==> src/rtl/usb_ls_rx_pkg.sv <==
package usb_ls_rx_pkg;
  localparam int unsigned BYTE_W = 8;

  // encoding is {dm, dp}
  typedef enum logic [1:0] {
    LN_SE0 = 2'b00,
    LN_K   = 2'b01,
    LN_J   = 2'b10,
    LN_SE1 = 2'b11
  } line_e;

  typedef enum logic [1:0] {
    ST_HUNT,
    ST_CHECK,
    ST_RECV,
    ST_WAITJ
  } rx_state_e;
endpackage

==> src/rtl/usb_ls_rx_line.sv <==
module usb_ls_rx_line
  import usb_ls_rx_pkg::*;
#(
  parameter int unsigned STAGES = 2
) (
  input  logic  clk_i,
  input  logic  rst_ni,
  input  logic  dp_i,
  input  logic  dm_i,
  output line_e line_o,
  output line_e prev_o
);
  logic [STAGES-1:0] dp_sr, dm_sr;

  if (STAGES == 1) begin : g_one
    always_ff @(posedge clk_i or negedge rst_ni) begin
      if (!rst_ni) begin
        dp_sr <= '0;
        dm_sr <= '1;
      end else begin
        dp_sr <= dp_i;
        dm_sr <= dm_i;
      end
    end
  end else begin : g_chain
    always_ff @(posedge clk_i or negedge rst_ni) begin
      if (!rst_ni) begin
        dp_sr <= '0;
        dm_sr <= '1;
      end else begin
        dp_sr <= {dp_sr[STAGES-2:0], dp_i};
        dm_sr <= {dm_sr[STAGES-2:0], dm_i};
      end
    end
  end

  assign line_o = line_e'({dm_sr[STAGES-1], dp_sr[STAGES-1]});

  always_ff @(posedge clk_i or negedge rst_ni) begin
    if (!rst_ni) prev_o <= LN_J;
    else         prev_o <= line_o;
  end
endmodule

==> src/rtl/usb_ls_rx_phase.sv <==
module usb_ls_rx_phase #(
  parameter  int unsigned OSR = 10,
  localparam int unsigned PW  = $clog2(OSR)
) (
  input  logic clk_i,
  input  logic rst_ni,
  input  logic restart_i,
  output logic strobe_o
);
  localparam logic [PW-1:0] MID  = PW'(OSR / 2);
  localparam logic [PW-1:0] LAST = PW'(OSR - 1);

  logic [PW-1:0] ph_q;

  // edge cycle is phase 0
  always_ff @(posedge clk_i or negedge rst_ni) begin
    if (!rst_ni)           ph_q <= '0;
    else if (restart_i)    ph_q <= PW'(1);
    else if (ph_q == LAST) ph_q <= '0;
    else                   ph_q <= ph_q + 1'b1;
  end

  assign strobe_o = !restart_i && (ph_q == MID);
endmodule

==> src/rtl/usb_ls_rx_deser.sv <==
module usb_ls_rx_deser
  import usb_ls_rx_pkg::*;
#(
  parameter  int unsigned STUFF_LEN = 6,
  localparam int unsigned RUN_W     = $clog2(STUFF_LEN + 1),
  localparam int unsigned IDX_W     = $clog2(BYTE_W)
) (
  input  logic              clk_i,
  input  logic              rst_ni,
  input  logic              init_i,
  input  logic              strobe_i,
  input  line_e             line_i,
  output logic [BYTE_W-1:0] byte_o,
  output logic              byte_done_o,
  output logic              se0_end_o
);
  logic              prev_dm_q;
  logic [RUN_W-1:0]  run_q;
  logic [IDX_W-1:0]  idx_q;
  logic [BYTE_W-1:0] sh_q;

  logic [1:0]        line_bits;
  logic              stuffed, first_bit, is_se0, dm_now, dbit;
  logic [BYTE_W-1:0] sh_next;

  assign line_bits = 2'(line_i);
  assign dm_now    = line_bits[1];
  assign is_se0    = (line_bits == 2'b00);
  assign stuffed   = (run_q == RUN_W'(STUFF_LEN));
  // SE0 ignored at first bit of a byte (hub dribble)
  assign first_bit = (idx_q == '0) && !stuffed;
  assign dbit      = (dm_now == prev_dm_q);
  assign sh_next   = {dbit, sh_q[BYTE_W-1:1]};

  always_ff @(posedge clk_i or negedge rst_ni) begin
    if (!rst_ni) begin
      prev_dm_q   <= 1'b0;
      run_q       <= '0;
      idx_q       <= '0;
      sh_q        <= '0;
      byte_o      <= '0;
      byte_done_o <= 1'b0;
      se0_end_o   <= 1'b0;
    end else begin
      byte_done_o <= 1'b0;
      se0_end_o   <= 1'b0;
      if (init_i) begin
        prev_dm_q <= 1'b0;        // last sync bit is K
        run_q     <= RUN_W'(1);   // and counts as a 1
        idx_q     <= '0;
        sh_q      <= '0;
      end else if (strobe_i) begin
        if (is_se0 && !first_bit) begin
          se0_end_o <= 1'b1;
        end else begin
          prev_dm_q <= dm_now;
          if (stuffed) begin
            run_q <= '0;
          end else begin
            run_q <= dbit ? run_q + 1'b1 : '0;
            sh_q  <= sh_next;
            idx_q <= idx_q + 1'b1;
            if (idx_q == '1) begin
              byte_o      <= sh_next;
              byte_done_o <= 1'b1;
            end
          end
        end
      end
    end
  end
endmodule

==> src/rtl/usb_ls_rx.sv <==
module usb_ls_rx
  import usb_ls_rx_pkg::*;
#(
  parameter  int unsigned OSR         = 10,
  parameter  int unsigned BUF_BYTES   = 8,
  parameter  int unsigned SYNC_STAGES = 2,
  parameter  int unsigned STUFF_LEN   = 6,
  localparam int unsigned CNT_W       = $clog2(BUF_BYTES + 1)
) (
  input  logic              clk_i,
  input  logic              rst_ni,
  input  logic              dp_i,
  input  logic              dm_i,
  output logic [BYTE_W-1:0] byte_o,
  output logic              byte_valid_o,
  output logic              eop_o,
  output logic [CNT_W-1:0]  byte_cnt_o,
  output logic              overflow_o
);
  localparam logic [CNT_W-1:0] CNT_MAX = CNT_W'(BUF_BYTES);

  line_e             line_q, line_prev_q;
  rx_state_e         state_q;
  logic              sync_seen_q;
  logic [CNT_W-1:0]  cnt_q;
  logic              ovf_q, bv_q, eop_q;
  logic              edge_jk, restart, strobe, des_init, des_strobe;
  logic              byte_done, se0_end;
  logic [BYTE_W-1:0] des_byte;

  usb_ls_rx_line #(.STAGES(SYNC_STAGES)) u_line (
    .clk_i  (clk_i),
    .rst_ni (rst_ni),
    .dp_i   (dp_i),
    .dm_i   (dm_i),
    .line_o (line_q),
    .prev_o (line_prev_q)
  );

  assign edge_jk = (line_q == LN_K) && (line_prev_q == LN_J);
  assign restart = (state_q == ST_HUNT) && edge_jk;

  usb_ls_rx_phase #(.OSR(OSR)) u_phase (
    .clk_i     (clk_i),
    .rst_ni    (rst_ni),
    .restart_i (restart),
    .strobe_o  (strobe)
  );

  assign des_init   = (state_q == ST_CHECK) && strobe && (line_q == LN_K) && sync_seen_q;
  assign des_strobe = (state_q == ST_RECV) && strobe;

  usb_ls_rx_deser #(.STUFF_LEN(STUFF_LEN)) u_deser (
    .clk_i       (clk_i),
    .rst_ni      (rst_ni),
    .init_i      (des_init),
    .strobe_i    (des_strobe),
    .line_i      (line_q),
    .byte_o      (des_byte),
    .byte_done_o (byte_done),
    .se0_end_o   (se0_end)
  );

  always_ff @(posedge clk_i or negedge rst_ni) begin
    if (!rst_ni) begin
      state_q     <= ST_HUNT;
      sync_seen_q <= 1'b0;
      cnt_q       <= '0;
      ovf_q       <= 1'b0;
      bv_q        <= 1'b0;
      eop_q       <= 1'b0;
    end else begin
      bv_q  <= 1'b0;
      eop_q <= 1'b0;
      unique case (state_q)
        ST_HUNT: begin
          if (edge_jk) begin
            state_q     <= ST_CHECK;
            sync_seen_q <= 1'b0;
          end
        end
        ST_CHECK: begin
          if (strobe) begin
            if (line_q != LN_K) begin
              state_q <= ST_HUNT;
            end else if (sync_seen_q) begin
              state_q <= ST_RECV;
              cnt_q   <= '0;
              ovf_q   <= 1'b0;
            end else begin
              sync_seen_q <= 1'b1;
            end
          end
        end
        ST_RECV: begin
          if (byte_done) begin
            if (ovf_q || cnt_q == CNT_MAX) begin
              ovf_q <= 1'b1;
            end else begin
              bv_q  <= 1'b1;
              cnt_q <= cnt_q + 1'b1;
            end
          end
          if (se0_end) state_q <= ST_WAITJ;
        end
        ST_WAITJ: begin
          if (line_q == LN_J) begin
            eop_q   <= 1'b1;
            state_q <= ST_HUNT;
          end
        end
        default: state_q <= ST_HUNT;
      endcase
    end
  end

  assign byte_o       = des_byte;
  assign byte_valid_o = bv_q;
  assign eop_o        = eop_q;
  assign byte_cnt_o   = cnt_q;
  assign overflow_o   = ovf_q;
endmodule

==> config.mk <==
export PLATFORM = sky130hd
export DESIGN_NAME = usb_ls_rx
export DESIGN_NICKNAME = d
export VERILOG_FILES = /design/src/rtl/usb_ls_rx_pkg.sv /design/src/rtl/usb_ls_rx_line.sv /design/src/rtl/usb_ls_rx_phase.sv /design/src/rtl/usb_ls_rx_deser.sv /design/src/rtl/usb_ls_rx.sv
export SDC_FILE = /design/constraint.sdc
export NUM_CORES = 1
export LEC_CHECK = 0
export BUFFER_PORTS_ARGS = -buffer_cell sky130_fd_sc_hd__buf_2
export CAP_MARGIN = 0
export CELL_PAD_IN_SITES_DETAIL_PLACEMENT = 1
export CELL_PAD_IN_SITES_GLOBAL_PLACEMENT = 2
export CORE_MARGIN = 1.5
export CORE_UTILIZATION = 30
export DETAILED_ROUTE_END_ITERATION = 10
export PLACE_DENSITY = 0.72
export RECOVER_POWER = 50
export SETUP_SLACK_MARGIN = 0.2
export SYNTH_ARGS = -nofsm -noshare
export SYNTH_HDL_FRONTEND = slang
export SYNTH_HIERARCHICAL = 1
export SYNTH_SLANG_ARGS = --single-unit
==> constraint.sdc <==
create_clock -name clk_i -period 5 [get_ports clk_i]
set_clock_uncertainty 0.1 [all_clocks]
set_input_delay 0 -clock clk_i [delete_from_list [all_inputs] [get_ports clk_i]]
set_output_delay 0 -clock clk_i [all_outputs]
set_load 0.05 [all_outputs]
==> reports/metrics.cfg <==
[outcome]
status = complete, but fails checks
violations = design-rule violations, max-capacitance violations, max-slew violations

[grt]
grt_max_degree = 45
track_usage = 0.118
grt_first_pass_wirelength_um = 6640
gr-total-overflow = 0
antenna_found_initial = 0
first_global_vias = 1319

[critical_path]
reg2reg_from = u_line/dm_sr[1]
setup.worst_path.end_class = register
max_stage_delay_ns = 0.83
crit_family = simple AND/OR/NAND/NOR gates
crit_chain = nor3b_4 > nand3b_1 > nor2_1 > nand2b_1 > nor4b_2 > and3_1 > o311ai_4 > nor3b_2 > mux2_4
slowest_stage = nor3b_2
startpoint = u_line/dm_sr[1]
path_buf_inv = 0
cp.arrival_ns = 3.85
worstPathRequired_ns = 5.09
critical_path_class = register to register
crit_fanout = 12
startpoint_type = register

[route]
vias = 1283
first_iter_violations = 51
drc = 1
drt_first_pass_iters = 7
ant_nets = 0
drt_wl_total_um = 3930
routedWlPerCell_um = 14.7
vias_per_cell = 4.79

[synthesis]
synth_area_um2 = 2020
avgSynthCellArea_um2 = 12.0
ys_seq_area_frac = 0.546
synthAdderAreaFrac = 0.0433
synth_top_area_cell = dfrtp_1
synth_most_common_cell = dfrtp_1
async_flop_share = 1.00
synthTopCellsByCount = dfrtp_1, nand2_1, a21oi_1
synth-xor-area-share = 0.0260
synth_seq_cells = 44
synth_top_area_frac = 0.507
ys.flop_type = dfrtp_1
syn_inst = 169
synth-simple-area-share = 0.161
synth_area_leaders = dfrtp_1, mux2_4, nand2_1, ha_1, dfstp_2
synth_mux_area_frac = 0.0717
syn-num-nets = 180
yosys_warnings = 6
yosysUniqueCellTypes = 46
synth_edf_count = 0
synth_top_family_by_area = simple AND/OR/NAND/NOR gates
synth-compound-area-share = 0.109

[place]
numPortBuffers = 18
dp_hpwl_um = 2590
place.gp.congestion = 0.727
place_ws_ns = 1.37
placed_area_um2 = 2160
dp_cells = 257

[clocking]
root_buffer = clkbuf_8
post_cts_resize_count = 0
cts_buffers = 5
cts.hold.buffers_added = 3
clkTransAtPathRegs_ns = 0.09
clkSinkCount = 44
clk_latency_ns = 0.31
cts_buffer_depth = 2
ctsHtreeMaxLevel = 2
cts_setup_buffers = 0
cts_tree = done

[sta]
setup_tns_ns = 0
setup-violations-final = 0
fin_crit_ns = 3.76
fin_ws_ns = 1.24
fmax_ghz = 0.266
hold_viol = 0
rsz0062_at_grt = no
tightest_slew_ns = 2.40
finalMaxSlewViolations = 45
fin_crit_sh = 0.752
slew_headroom = -0.598

[floorplan]
die_w_um = 85.1
die_h_um = 85.1
fp-row-count = 29
pin_count = 19
start_util = 0.315
dieArea_um2 = 7250
coreArea_um2 = 6420

[power]
p_leak_uw = 0.00101
ir_drop_v = 0.000120
power_density_nw_per_um2 = 344

[final_layout]
fin_nets = 201
finalNonFillerCells = 268
final_util = 0.355
area_growth_syn_to_layout_pct = 12.7
fill_cells = 722
diodes = 0
drive_gt1_frac = 0.157
fin_area_um2 = 2280

[worst_hold_path]
hold_start = dm_i
hold_class = input pin to register

[run]
maxCapViolations = 1

-- where the power goes --
| part | switching [uW] | internal, uW |
|---|---|---|
| Combinational | 40.2 | 39.4 |
| Sequential | 38.5 | 380 |
| Clock | 136 | 151 |
| Total | 215 | 570 |
-- cells in the final DEF, fill, tap and decap left out, types with 2 or more instances in the layout --
master	synthesis	final
dfstp_2	3	2
dlygate4sd3_1	0	3
a21oi_1	14	14
a211o_1	2	2
ha_1	7	7
nand2b_1	2	2
buf_2	1	2
xor2_1	2	2
o2bb2ai_1	2	2
and3_1	2	2
nand3b_1	3	3
clkbuf_1	1	16
a22o_1	2	2
inv_1	7	7
mux2_4	9	9
dfrtp_1	41	41
clkbuf_8	0	5
o21ai_1	2	2
nor3b_1	2	2
xnor2_1	4	4
nand2_1	24	24
nor2_1	6	6
nor2b_1	4	4
-- layout make-up --
type	instances	area, um^2	area share
clock buffer	5	68.8	0.0302
clock inverter	3	46.3	0.0203
inverter	7	26.3	0.0115
multi-input combinational	110	832	0.365
sequential	44	1100	0.484
tap	77	96.3	0.0422
timing repair buffer	22	108	0.0471
-- flip-flops by register name (all words and copies together), names as in the netlist, 3 cells and up, named ones only --
name / count
u_phase/ph_q: 4
u_deser/sh_q: 7
byte_cnt_o: 4
u_deser/byte_o: 8
u_deser/run_q: 3
u_deser/idx_q: 3
-- stage by stage --
step                hold slack (ns)  total power [uW]
floorplan                    -0.396               475
global placement            0.00874               505
detailed placement          0.00836               506
CTS                           0.219               797
global route                  0.244               820
finish                        0.232               785
-- per-layer routing --
metal,track usage,wire length (um),vias to the layer above
met5,0,0,-
met4,0.0358,34,0
met3,0.0379,148,5
met2,0.177,1710,17
met1,0.163,2040,638
li1,-,-,623
-- worst paths after layout --
kind,depth (start not counted),end,slack (ns)
max,9,u_deser/byte_o[4],1.24
max reg2reg,9,u_deser/byte_o[4],1.24
min in group asynchronous,2,u_phase/ph_q[1],0.85
min reg2reg,0,u_line/dp_sr[1],0.25
max in group asynchronous,2,u_deser/byte_o[4],2.57
min,2,u_line/dm_sr[0],0.23
-- kinds of logic (layout without fill, tap and decap cells) --
family	count (synthesis)	count (layout)
compound gates	31	31
xor+xnor	6	6
fa+ha+maj	7	7
buf+inv	15	37
flops	44	44
mux	10	10
simple gates	56	56
Power figures use the tool's default switching activity.
